## config.mk

```make
export PLATFORM = sky130hd
export DESIGN_NAME = uart_brk_rx
export DESIGN_NICKNAME = d
export VERILOG_FILES = /design/src/rtl/uart_brk_rx.sv
export SDC_FILE = /design/constraint.sdc
export NUM_CORES = 1
export LEC_CHECK = 0
export ABC_AREA = 1
export BUFFER_PORTS_ARGS = -buffer_cell sky130_fd_sc_hd__buf_2
export CAP_MARGIN = 20
export CORE_MARGIN = 5
export CORE_UTILIZATION = 50
export DETAILED_ROUTE_END_ITERATION = 8
export PLACE_DENSITY = 0.73
export SLEW_MARGIN = 10
export SYNTH_ARGS = -nofsm -noshare
export SYNTH_HDL_FRONTEND = slang
export SYNTH_SLANG_ARGS = --single-unit
```

## constraint.sdc

```tcl
create_clock -name clk -period 1.9 [get_ports clk]
set_input_delay 0.285 -clock clk [delete_from_list [all_inputs] [get_ports clk]]
set_output_delay 0.285 -clock clk [all_outputs]
set_load 0.05 [all_outputs]
```

## src/rtl/uart_brk_rx.sv

```systemverilog
module uart_brk_rx #(
  parameter int OVS   = 16,
  parameter int CNT_W = 16,
  parameter int LEN_W = 16,
  parameter int THR_W = 16
) (
  input  logic             clk,
  input  logic             rst_n,
  input  logic             tick,
  input  logic             rxd,
  input  logic             par_en,
  input  logic             par_odd,
  input  logic             brk_irq_en,
  input  logic             brk_cnt_clr,
  input  logic [THR_W-1:0] idle_thresh,
  output logic             char_valid,
  output logic [7:0]       char_data,
  output logic             frame_err,
  output logic             par_err,
  output logic             char_brk,
  output logic             brk_pulse,
  output logic             idle_close,
  output logic [CNT_W-1:0] brk_count,
  output logic [LEN_W-1:0] brk_len
);
  localparam int BW = $clog2(OVS);
  localparam int TW = $clog2(OVS*11 + 1);

  typedef enum logic [2:0] {S_IDLE, S_START, S_DATA, S_PAR, S_STOP, S_BRK} st_t;

  st_t              st;
  logic [BW-1:0]    bt;
  logic [2:0]       bn;
  logic [7:0]       sh;
  logic             pb;
  logic [TW-1:0]    sub, isub;
  logic [LEN_W-1:0] len;
  logic [THR_W-1:0] icnt;
  logic             armed;

  wire [TW-1:0] ct_m1   = par_en ? TW'(OVS*11 - 1) : TW'(OVS*10 - 1);
  wire          bit_end = (bt == BW'(OVS - 1));
  wire          mid     = (bt == BW'(OVS/2 - 1));
  wire          frm     = !rxd;
  wire          brk_hit = frm && (sh == 8'h00);
  wire          bad_par = ((^sh) ^ pb) != par_odd;
  wire [THR_W-1:0] icnt_n = icnt + THR_W'(1);

  always_ff @(posedge clk) begin
    if (!rst_n) begin
      st <= S_IDLE; bt <= '0; bn <= '0; sh <= '0; pb <= 1'b0;
      sub <= '0; isub <= '0; len <= '0; icnt <= '0; armed <= 1'b0;
      char_valid <= 1'b0; char_data <= '0; frame_err <= 1'b0; par_err <= 1'b0;
      char_brk <= 1'b0; brk_pulse <= 1'b0; idle_close <= 1'b0;
      brk_count <= '0; brk_len <= '0;
    end else begin
      char_valid <= 1'b0;
      brk_pulse  <= 1'b0;
      idle_close <= 1'b0;
      if (tick) begin
        case (st)
          S_IDLE:
            if (!rxd) begin
              st <= S_START; bt <= '0; isub <= '0; icnt <= '0;
            end else if (isub == ct_m1) begin
              isub <= '0;
              if (armed && idle_thresh != '0) begin
                icnt <= icnt_n;
                if (icnt_n == idle_thresh) begin
                  idle_close <= 1'b1;
                  armed      <= 1'b0;
                end
              end
            end else begin
              isub <= isub + TW'(1);
            end
          S_START:
            if (mid) begin
              st <= rxd ? S_IDLE : S_DATA;
              bt <= '0;
              bn <= '0;
            end else begin
              bt <= bt + BW'(1);
            end
          S_DATA:
            if (bit_end) begin
              sh <= {rxd, sh[7:1]};
              bt <= '0;
              bn <= bn + 3'd1;
              if (bn == 3'd7) st <= par_en ? S_PAR : S_STOP;
            end else begin
              bt <= bt + BW'(1);
            end
          S_PAR:
            if (bit_end) begin
              pb <= rxd; bt <= '0; st <= S_STOP;
            end else begin
              bt <= bt + BW'(1);
            end
          S_STOP:
            if (bit_end) begin
              char_valid <= 1'b1;
              char_data  <= sh;
              frame_err  <= frm;
              par_err    <= par_en && !frm && bad_par;
              char_brk   <= brk_hit;
              armed      <= 1'b1;
              isub       <= '0;
              icnt       <= '0;
              bt         <= '0;
              if (brk_hit) begin
                st        <= S_BRK;
                sub       <= '0;
                len       <= LEN_W'(1);
                brk_pulse <= brk_irq_en;
                if (brk_count != '1) brk_count <= brk_count + CNT_W'(1);
              end else begin
                st <= S_IDLE;
              end
            end else begin
              bt <= bt + BW'(1);
            end
          S_BRK:
            if (rxd) begin
              brk_len <= len;
              st      <= S_IDLE;
            end else if (sub == ct_m1) begin
              sub <= '0;
              if (len != '1) len <= len + LEN_W'(1);
            end else begin
              sub <= sub + TW'(1);
            end
          default: st <= S_IDLE;
        endcase
      end
      if (brk_cnt_clr) brk_count <= '0;
    end
  end

  p_glitch_reject_r1: assert property (@(posedge clk) disable iff (!rst_n)
    (st == S_START && tick && mid && rxd) |=> (st == S_IDLE));

  p_frame_masks_parity_r3: assert property (@(posedge clk) disable iff (!rst_n)
    (char_valid && frame_err) |-> !par_err);

  p_brk_shape_r5: assert property (@(posedge clk) disable iff (!rst_n)
    (char_valid && char_brk) |-> (frame_err && char_data == 8'h00));

  p_brk_pulse_r5: assert property (@(posedge clk) disable iff (!rst_n)
    brk_pulse |-> (char_valid && char_brk && brk_irq_en));

  p_cnt_clear_r6: assert property (@(posedge clk) disable iff (!rst_n)
    brk_cnt_clr |=> (brk_count == '0));

  p_cnt_sat_r6: assert property (@(posedge clk) disable iff (!rst_n)
    (brk_count == '1 && !brk_cnt_clr) |=> (brk_count == '1));

  p_len_hold_r7: assert property (@(posedge clk) disable iff (!rst_n)
    (st != S_BRK) |=> $stable(brk_len));

  p_idle_apart_r8: assert property (@(posedge clk) disable iff (!rst_n)
    idle_close |-> !char_valid);
endmodule

```

; ---- Word-level counts from Yosys, hierarchy flattened
; Index checks and enable logic that the tools add are counted.
[totals]
ff_bits = 114
in_bits = 24
out_inout_bits = 46
elab_cells = 137
[op_classes]
add_sub_neg = 7
n_eq_ne = 31
muxes = 47
bitwise = 2
n_reduce_logical = 31
[op_table]
columns = op, n
row1 = $mux W16, 9
row2 = $pmux W16 S2, 2
row3 = $mux W8, 7
row4 = $add A16 B1 Y16 const B, 3
row5 = $mux W3, 11
row6 = $ne A16 B16 Y1 const B, 2
row7 = $pmux W8 S2, 2
row8 = $ne A2 B2 Y1 const B, 15
row9 = $reduce_and A3 Y1, 7
row10 = $reduce_and A5 Y1, 4
row11 = $pmux W3 S6, 1
row12 = $add A8 B1 Y8 const B, 2
row13 = $eq A16 B16 Y1, 1
row14 = $eq A8 B8 Y1, 2
row15 = $reduce_bool A16 Y1, 1
row16 = $reduce_and A7 Y1, 2
row17 = $mux W4, 3
row18 = $pmux W4 S3, 1
row19 = $eq A3 B3 Y1 const B, 3
row20 = $logic_not A8 Y1, 1
row21 = $reduce_and A8 Y1, 1
row22 = $reduce_xor A8 Y1, 1
row23 = $mux W1, 7
row24 = $eq A3 B2 Y1 const B, 2
row25 = other kinds (22), 28

; ---- Longest topological paths before layout
; Gate-level depths: netlist of the first run.
[logic_depth]
ltp_word = 7
mapped_depth = 16
ltp_nobuf = 16

; ---- Worst setup path after synthesis of the first run
; Ideal clock, no wire load.
[synth_timing]
path_kind = register to register
startpoint = register brk_count[0]
endpoint = register brk_count[12]
arrival_time_ps = 1827
setup_slack_ps = -73
path_stages_with_launch = 11
n_path_buf = 0
period_less_slack_ps = 1973
cell_sequence = dfxtp_1 -> ha_1 -> nand4_1 -> nor3_1 -> nand2_1 -> nand2_2 -> nor2_4 -> nand2_2 -> nor2_2 -> o21ai_0 -> a21oi_1
[synth_via]
elab_chain_cells = 2
word_cells_on_any_way = 3
cone_classes = 1 x add/sub / 1 x eq/ne / 1 x reduce/logical
[synth_lines]
columns = item, line
row1 = "start, declared", 23  ; output logic [CNT_W-1:0] brk_count,
row2 = "start signal, assigned", 116  ; if (brk_count != '1) brk_count <= brk_count + CNT_W'(1);
row3 = "parallel branches: the longest is 2 deep, another holds $add A16 B1 Y16", --
; Several ways; the timed one is not identified.
; A chain may end at the register's enable or synchronous reset.

; ---- Final worst setup path of the first run
[layout_timing]
startpoint = register bt[0]
endpoint = register brk_count[10]
[layout_via]
elab_chain_cells = 2
[layout_lines]
columns = item, line
row1 = "start, declared", 32  ; logic [BW-1:0] bt;
row2 = "start signal, assigned", 83  ; bt <= bt + BW'(1);
row3 = "start signal, assigned", 92  ; bt <= bt + BW'(1);
row4 = "start signal, assigned", 98  ; bt <= bt + BW'(1);
row5 = $eq A4 B4 Y1, 42  ; wire bit_end = (bt == BW'(OVS - 1));
row6 = $reduce_and A5 Y1 (no line), --
; No other way between the ends.

==> results_dict.tcl, run 1 <==
set metrics [dict create \
    fp.dieH_microns 122 \
    final_common_cell "nand2_1" \
    dr.first_iter.drc_count 600 \
    syn_inst 907 \
    cellPowerDensity_nw_per_um2 989 \
    placed_cell_area_sq_um 7080 \
    setup-violations-final 0 \
    root_buffer "clkbuf_16" \
    drc 0 \
    synthFlopType "dfxtp_1" \
    synth-edff-count 0 \
    r2r-start "bt[0]" \
    r2r_cells 12 \
    numPortBuffers 69 \
    path_buf_inv 2 \
    grt_use_met2_pct 36.8 \
    critical_path_class "reg -> reg" \
    synth_top_family_by_area "simple AND/OR/NAND/NOR gates" \
    worst_slew_pin_slew_ns 0.460 \
    drtAntennaViolNets 0 \
    r2r_end "brk_count[10]" \
    die_area_sq_um 14800 \
    vias 6461 \
    h-tree-depth 4 \
    io_pins 70 \
    slowest_stage "dfxtp_2" \
    final_cells 1223 \
    synth_xor_area_share_pct 3.10 \
    coreArea_sq_um 12100 \
    path_cells "ha_4 > nand2_4 > nor2_4 > inv_2 > nor2_4 > inv_2 > nor2_4 > nand2_4 > nor2_4 > nand2_4 > o21ai_0 > a21oi_1" \
    min_period_ns 1.83 \
    cts_tree "yes" \
    numPlacedInstances 1176 \
    die_x_microns 122 \
    row_count 40 \
    path_max_fanout 5 \
    synth.area.mux_share_pct 0 \
    path_depth 12 \
    syn-cell-area_sq_um 6220 \
    gp_congestion 0.944 \
    slowest_delay_ns 0.35 \
    grt_max_degree 29 \
    crit_path_start "bt[0]" \
    fillers 1071 \
    synthArstFlopShare_pct 0 \
    drv_slew 0 \
    r2r_setup_slack_ns 0.07 \
    hold_viol 0 \
    grt_pass1_wl_mm 27.7 \
    track_usage_pct 23.0 \
    antenna_cells 0 \
    dr.pass1.iters 5 \
    clock_sinks 114 \
    ys_types 46 \
    final_layout_size_suffix_gt1_share_pct 27.8 \
    seqCellArea_sq_um 2310 \
    cp_top_family "simple AND/OR/NAND/NOR gates" \
    endpoint "brk_count[10]" \
    post-dp-hpwl_mm 12.0 \
    period_share_pct 96.6 \
    top_usage_layer "met2" \
    cp_common_cell "nor2_4" \
    clock_latency_ns 0.42 \
    fin_hold_ws_ns 0.0826 \
    ctsLongestPathBuffers 2 \
    critPathRequiredTime_ns 2.21 \
    skew_ns 0.00741 \
    irDropWorstVdd_mv 0.703 \
    layout.nets 1078 \
    synth_seq_cells 114 \
    cts.clk_slew.worst_paths_ns 0.06 \
    status "finished, final reports clean" \
    use_met1_pct 30.5 \
    synth_compound_area_share_pct 16.1 \
    grt_setup_unrepaired "true" \
    critPathCaptureType "flip-flop" \
    relSlewSlack_pct 69.1 \
    syn_area_per_cell_sq_um 6.85 \
    grtUsageMet3_pct 5.41 \
    worst_setup_path_start_kind "flip-flop" \
    ys_warn_count 0 \
    synthAdderAreaFrac_pct 2.41 \
    wl_per_cell_microns 14.1 \
    multi_input_area_sq_um 3710 \
    power_uw 8020 \
    syn-num-nets 943 \
    avgViaCountPerCell 5.28 \
    wirelength_mm 17.3 \
    leakage_uw 0.00337 \
    maxCapViolations 0 \
    min_path_type "in -> reg" \
    postCtsHoldBufs 0 \
    gr-total-overflow 0 \
    arrival_ns 2.14 \
    layout_common_cells "nand2_1 (165), inv_1 (102), dfxtp_1 (95)" \
    ys_seq_area_share_pct 36.7 \
    fin_util_pct 67.0 \
    start_util_pct 51.3 \
    grt_pass1_vias 5993 \
    cts_buffers 17 \
    antenna_found_initial 0 \
    fmax_mhz 545 \
    synth-simple-area-share_pct 32.8 \
    syn2layout_area_growth_pct 30.5 \
    fin_area_sq_um 8120 \
]
==> how the worst min path moves through the flow <==
stage | startpoint | slack (ns) | endpoint | cells past startpoint
4_1_cts | brk_irq_en | 0.07 | brk_pulse | 3
3_3_place_gp | bn[1] | 0.45 | bn[1] | 2
3_5_place_dp | bn[2] | 0.46 | bn[2] | 2
2_1_floorplan | brk_irq_en | 0.40 | brk_pulse | 2
6_report | brk_irq_en | 0.08 | brk_pulse | 3
5_1_grt | brk_irq_en | 0.07 | brk_pulse | 3
==> logic make-up (layout without fill, tap and decap cells) <==
| family | Yosys count | after routing |
|---|---|---|
| xor gates and xnor gates | 22 | 22 |
| AOI/OAI and AO/OA | 181 | 181 |
| adders and majority gates | 12 | 12 |
| and+or+nand+nor | 438 | 439 |
| DFF | 114 | 114 |
| buffers and inverters | 140 | 287 |
==> flip-flops by register name, indices dropped and copies added (netlist names), 3 cells and up <==
signal and flops:
bn 3, brk_len 16, char_data 8, len 16, sh 8, icnt 16
st 3, isub 8, sub 8, brk_count 16, bt 4
==> worst reg2reg max path: stages (launching register included) <==
cell	delay, ns
dfxtp_2	0.35
ha_4	0.15
nand2_4	0.06
nor2_4	0.15
inv_2	0.07
nor2_4	0.09
inv_2	0.06
nor2_4	0.19
nand2_4	0.11
nor2_4	0.20
nand2_4	0.09
o21ai_0	0.16
a21oi_1	0.06
==> routing by layer <==
metal  share of wire [%]  vias to the layer above
li1                    -                     3289
met1                  46                     2903
met2                  46                      237
met3                 5.9                       32
met4                 1.8                        0
met5                   0                        -
==> Yosys cell counts, types with 2 or more instances <==
| library cell | instances | area share, % |
|---|---|---|
| a211oi_1 | 18 | 2.2 |
| nor4_1 | 4 | 0.40 |
| buf_4 | 3 | 0.36 |
| and3_1 | 4 | 0.40 |
| ha_1 | 12 | 2.4 |
| buf_2 | 10 | 0.81 |
| a311oi_1 | 2 | 0.28 |
| nor3b_1 | 2 | 0.24 |
| nor3_1 | 22 | 1.8 |
| o21ai_0 | 61 | 4.9 |
| xnor2_1 | 10 | 1.4 |
| nor2_2 | 13 | 1.3 |
| nor2_4 | 6 | 1.1 |
| inv_2 | 8 | 0.48 |
| a31oi_1 | 9 | 0.91 |
| a21oi_1 | 83 | 6.7 |
| xor2_1 | 12 | 1.7 |
| nand3_2 | 2 | 0.32 |
| nand3b_1 | 3 | 0.36 |
| dfxtp_1 | 114 | 37 |
| nand4_1 | 25 | 2.5 |
| nand2_2 | 3 | 0.30 |
| inv_1 | 106 | 6.4 |
| or2_2 | 3 | 0.30 |
| nor2_1 | 95 | 5.7 |
| nand3_1 | 72 | 5.8 |
| clkbuf_1 | 10 | 0.60 |
| nand2_1 | 177 | 11 |
==> layout make-up <==
cell class              count  share of cell area, %
clock buffers              20                   5.50
repair buffers            140                   11.1
flip-flops and latches    114                   28.4
clock inverters            12                   1.34
multi-input cells         654                   45.7
inverters                 115                   5.40
well taps                 168                   2.59
==> report_power, final <==
part	switching [uW]	internal, uW	total (uW)
clock	1170	1830	2990
sequential	241	2630	2870
combinational	1380	775	2160
==> metrics by stage <==
| step | worst slack [ns] | setup TNS [ns] |
|---|---|---|
| after floorplan | 0.0149 | 0 |
| after global placement | 0.0242 | 0 |
| after detailed placement | -0.0611 | -0.320 |
| after CTS | 0.00775 | 0 |
| after global routing | -0.0725 | -0.642 |
| final | 0.0650 | 0 |
==> what timing repair did <==
item | 4_1_cts | 5_1_grt
setup endpoints to repair | 9 | 65
resized for setup | 5 | 104
cloned | 0 | 1
pin swaps | 1 | 34
buffers inserted | 0 | 14
No activity file was read; power rests on OpenSTA's default activity.
==> run 2: changes to the inputs <==
ABC_AREA = default   (was 1)
SKIP_CTS_REPAIR_TIMING = 1   (was default)
==> results_dict.tcl, run 2 <==
set metrics [dict create \
    swShare_pct 22.2 \
    row_count 39 \
    period_share_pct 112 \
    critPathCaptureType "flip-flop" \
    critPathRequiredTime_ns 2.24 \
    syn-num-nets 760 \
    final_common_cell "buf_4" \
    min_to "brk_pulse" \
    syn_area_per_cell_sq_um 8.09 \
    synth-edff-count 0 \
    r2r_setup_slack_ns -0.23 \
    p_clk_share_pct 51.5 \
    critical_path_class "reg -> reg" \
    ys_types 60 \
    status "finished with violations" \
    p_comb_share_pct 7.1 \
    coreArea_sq_um 11500 \
    syn2layout_area_growth_pct 47.6 \
    grt_pass1_wl_mm 27.3 \
    yosysTopAreaCellShare_pct 39.0 \
    seq_power_share_pct 41.4 \
    numPortBuffers 69 \
    worst_setup_path_start_kind "flip-flop" \
    root_buffer "clkbuf_16" \
    fin_util_pct 75.4 \
    skew_ns 0.00799 \
    antenna_found_initial 0 \
    setup-violations-final 43 \
    layout.nets 964 \
    drtAntennaViolNets 0 \
    post-dp-hpwl_mm 12.2 \
    min_path_cells 3 \
    hold_path.startpoint "brk_irq_en" \
    cts_buffers 17 \
    track_usage_pct 23.2 \
    irDropWorstVdd_mv 0.474 \
    antenna_cells 0 \
    gp_congestion 0.877 \
    fmax_mhz 469 \
    synthFlopType "dfxtp_1" \
    hold_viol 0 \
    clock_latency_ns 0.42 \
    r2r_end "icnt[2]" \
    die_x_microns 118 \
    synth_area_leaders "dfxtp_1 (39%), nor2_1 (6.0%), xnor2_1 (5.7%)" \
    maxCapViolations 0 \
    ys_warn_count 0 \
    multi_input_area_sq_um 3920 \
    yosysMostFrequentCell "dfxtp_1" \
    synth_seq_cells 114 \
    layout_common_cells "buf_4 (142), dfxtp_1 (95), nor2_1 (91)" \
    drv_slew 0 \
    grt_pass1_vias 5874 \
    dr.first_iter.drc_count 373 \
    die_area_sq_um 14000 \
    start_util_pct 51.1 \
    clock_sinks 114 \
    ctsLongestPathBuffers 2 \
    vias 6202 \
    drc 0 \
    synthArstFlopShare_pct 0 \
    cellPowerDensity_nw_per_um2 675 \
    cts.clk_slew.worst_paths_ns 0.05 \
    final_layout_size_suffix_gt1_share_pct 38.4 \
    syn_inst 724 \
    p_int_uw 4540 \
    relSlewSlack_pct 60.3 \
    grt_max_degree 23 \
    cts_tree "yes" \
    fillers 783 \
    grt_setup_unrepaired "true" \
    violations "negative setup slack" \
    h-tree-depth 4 \
    wirelength_mm 18.1 \
    r2r-start "isub[4]" \
    r2r_cells 7 \
    synthTopCellsByCount "dfxtp_1 (114), nor2_1 (94), nand2_1 (61), a21oi_1 (56), xnor2_1 (38)" \
    min_period_ns 2.13 \
    power_uw 5840 \
    worst_slew_pin_slew_ns 0.596 \
    yosys.area.top_type "dfxtp_1" \
    p_switching_uw 1300 \
    ys_seq_area_share_pct 39.0 \
    fp.dieH_microns 118 \
    setup_slack_ns -0.233 \
    gr-total-overflow 0 \
    syn-cell-area_sq_um 5860 \
    dr.pass1.iters 5 \
    arrival_ns 2.47 \
    min_path_type "in -> reg" \
    seqCellArea_sq_um 2310 \
    leakage_uw 0.00360 \
    avgViaCountPerCell 5.73 \
    path_max_fanout 5 \
    wl_per_cell_microns 16.7 \
    io_pins 70 \
]
[run 2: cell count changes in the layout (fill, tap and decap cells not counted), sizes merged, moves of 18 or more]
cell   delta
o21ai    -26
nor2     -21
nand2   -120
inv      -96
xnor2    +28
a21oi    -28
nor4     +18
mux2i    +27
buf      +85
nand3    -41
[run 2: cell type report]
cell class,instances,area share [%]
clock buffers,26,5.89
flip-flops and latches,114,26.7
clock inverters,5,0.579
inverters,19,0.825
repair buffers,226,18.6
multi-input cells,550,45.4
well taps,143,2.07
[run 2: worst max path at each step]
| stage | startpoint | end | slack, ns |
|---|---|---|---|
| final | isub[4] | icnt[2] | -0.23 |
| after global routing | isub[4] | icnt[10] | -0.32 |
| after CTS | icnt[0] | armed | -0.35 |
| after detailed placement | par_en | icnt[5] | -0.36 |
| after global placement | par_en | icnt[11] | -0.33 |
| after floorplan | isub[5] | icnt[4] | -0.25 |
[run 2: stage by stage]
| step | TNS [ns] | cell area (sq um) | hold slack (ns) | setup slack, ns | std cells |
|---|---|---|---|---|---|
| after global routing | -9.13 | 8640 | 0.159 | -0.320 | 1083 |
| after floorplan | -1.96 | 6090 | 0.414 | -0.250 | 724 |
| after global placement | -7.79 | 7470 | 0.440 | -0.329 | 1034 |
| after CTS | -9.73 | 8030 | 0.164 | -0.349 | 1065 |
| final | -5.65 | 8640 | 0.170 | -0.233 | 1083 |
| after detailed placement | -9.96 | 7470 | 0.449 | -0.364 | 1034 |
[run 2: logic make-up after synthesis]
kind of cell	Yosys count	share of synthesized area (%)
mux	27	4.61
buf+inv	61	4.16
xor+xnor	53	7.92
fa+ha+maj	12	2.56
flops	114	39.0
simple gates	332	28.8
compound gates	125	12.9
[run 2: power groups by stage]
stage / logic [uW] / clock network (uW) / registers (uW)
final: 415 / 3010 / 2410
after global routing: 451 / 3160 / 2410
after CTS: 379 / 3020 / 2410
after detailed placement: 376 / 0 / 2460
after global placement: 367 / 0 / 2460
after floorplan: 192 / 0 / 2460
[run 2: worst max-delay path, cell delays in order (launching register included)]
cell and delay (ns):
dfxtp_2 0.33, or3b_4 0.39, a2111oi_4 0.36, and3_4 0.31
o21a_1 0.23, buf_4 0.16, nand4b_1 0.11, a21oi_1 0.15
[run 2: metal layers]
metal / global-route usage, % / vias to the layer above / wire [microns]
met3: 5.06 / 31 / 841
li1: - / 2997 / -
met1: 27.5 / 2985 / 7600
met4: 9.03 / 0 / 365
met5: 0 / - / 0
met2: 41.0 / 189 / 9260
==> run 3: changes to the inputs <==
--- a/config.mk
+++ b/config.mk
@@ -12,4 +12,5 @@
 export DETAILED_ROUTE_END_ITERATION = 8
 export PLACE_DENSITY = 0.73
+export RECOVER_POWER = 25
 export SKIP_CTS_REPAIR_TIMING = 1
 export SLEW_MARGIN = 10
==> constraint.sdc (replaced) <==
create_clock -name clk -period 1.9 [get_ports clk]
set_input_delay 0.285 -clock clk [delete_from_list [all_inputs] [get_ports clk]]
set_output_delay 0.285 -clock clk [all_outputs]
set_load 0.1 [all_outputs]
==> results_dict.tcl, run 3 (synthesized netlist as in run 2, its figures left out) <==
set metrics [dict create \
    hold_viol 0 \
    wl_per_cell_microns 17.2 \
    clock_latency_ns 0.42 \
    numPortBuffers 69 \
    fin_setup_tns_ns -7.15 \
    period_share_pct 115 \
    syn2layout_area_growth_pct 47.3 \
    crit_path_start "bt[0]" \
    min_to "brk_pulse" \
    post-dp-hpwl_mm 11.9 \
    drv_slew 0 \
    fmax_mhz 459 \
    critical_path_class "reg -> reg" \
    grt_pass1_wl_mm 28.2 \
    leakage_uw 0.00350 \
    cts.clk_slew.worst_paths_ns 0.05 \
    critPathCaptureType "flip-flop" \
    path_max_fanout 5 \
    r2r_setup_slack_ns -0.28 \
    power_uw 6210 \
    min_path_cells 3 \
    clock_sinks 114 \
    io_pins 70 \
    min_period_ns 2.18 \
    layout_common_cells "buf_4 (128), nor2_1 (90), dfxtp_1 (89)" \
    avgViaCountPerCell 5.85 \
    worst_slew_pin_slew_ns 0.732 \
    wirelength_mm 18.4 \
    track_usage_pct 23.8 \
    ctsLongestPathBuffers 2 \
    fin_area_sq_um 8630 \
    grt_max_degree 37 \
    dr.pass1.iters 5 \
    maxCapViolations 0 \
    setup-violations-final 48 \
    skew_ns 0.00885 \
    fillers 759 \
    cellPowerDensity_nw_per_um2 719 \
    start_util_pct 51.1 \
    vias 6269 \
    grt_setup_unrepaired "true" \
    fin_hold_ws_ns 0.161 \
    placed_cell_area_sq_um 7500 \
    setup_slack_ns -0.278 \
    final_common_cell "buf_4" \
    grt_pass1_vias 6094 \
    status "finished with violations" \
    root_buffer "clkbuf_16" \
    min_path_type "in -> reg" \
    slowest_stage "o41ai_4" \
    path_cells "ha_4 > nand3_4 > o41ai_4 > o211ai_1 > buf_4 > buf_12 > nor4_4 > xnor2_1 > nor2_1" \
    coreArea_sq_um 11500 \
    dr.first_iter.drc_count 393 \
    hold_path.startpoint "brk_irq_en" \
    row_count 39 \
    drc 0 \
    cts_tree "yes" \
    h-tree-depth 4 \
    seqCellArea_sq_um 2320 \
    gp_congestion 0.983 \
    layout.nets 952 \
    cts_buffers 17 \
    slowest_delay_ns 0.43 \
    relSlewSlack_pct 51.2 \
    gr-total-overflow 0 \
    final_cells 1072 \
    r2r_end "len[8]" \
    die_x_microns 118 \
    r2r-start "bt[0]" \
    numPlacedInstances 1030 \
    violations "negative setup slack" \
    drtAntennaViolNets 0 \
    antenna_cells 0 \
    worst_setup_path_start_kind "flip-flop" \
    antenna_found_initial 0 \
    r2r_cells 9 \
    multi_input_area_sq_um 3910 \
    critPathRequiredTime_ns 2.20 \
    die_area_sq_um 14000 \
    fp.dieH_microns 118 \
    irDropWorstVdd_mv 0.735 \
    final_layout_size_suffix_gt1_share_pct 39.0 \
    arrival_ns 2.48 \
]
run 3: cell count changes in the layout (fill, tap and decap cells not counted), moves of 4 or more:
cell        before  now
buf_2           69   50
clkbuf_2         0   19
buf_4          142  128
a21oi_1         48   39
a21oi_2          8   16
dfxtp_1         95   89
clkbuf_1         4    0
clkbuf_8         5    1
clkinvlp_4       0    4
dfxtp_4          0    4
inv_1           12   16
inv_2            7    3
run 3: layout make-up:
type,instances,share of cell area [%]
clock buffer,18,5.09
clock inverter,14,2.17
inverter,19,0.826
multi-input combinational,550,45.4
sequential,114,26.9
tap,143,2.07
timing repair buffer,214,17.6
run 3: critical path: cells and delay by family, from the launching register on:
kind	cells	cell delay [ns]
AOI/OAI and AO/OA	2	0.62
xor gates and xnor gates	1	0.15
adders and majority gates	1	0.16
buffers and inverters	2	0.36
DFF	1	0.35
and+or+nand+nor	3	0.42
run 3: through the flow:
stage	setup slack, ns	utilization, %
floorplan	-0.250	-
global placement	-0.267	65.4
detailed placement	-0.389	65.4
CTS	-0.353	70.9
global route	-0.363	75.3
finish	-0.278	75.3
run 3: how the worst max path moves through the flow:
| stage | endpoint | slack [ns] | depth (start not counted) |
|---|---|---|---|
| finish | len[8] | -0.28 | 9 |
| global route | len[8] | -0.36 | 9 |
| CTS | icnt[4] | -0.35 | 7 |
| detailed placement | icnt[12] | -0.39 | 8 |
| global placement | icnt[4] | -0.27 | 7 |
| floorplan | icnt[4] | -0.25 | 8 |
run 3: layer usage:
metal	GRT usage [%]	up-vias	wire [microns]
li1	-	2973	-
met1	27.4	3020	7380
met2	43.1	224	9560
met3	5.16	52	900
met4	8.32	0	576
met5	0	-	0
run 3: power by group:
part	internal [uW]	total [uW]	switching [uW]	leakage, uW
registers	2400	2410	13.9	0.000932
clock network	2220	3380	1170	0.000298
logic	179	414	235	0.00227
total	4790	6210	1410	0.00350
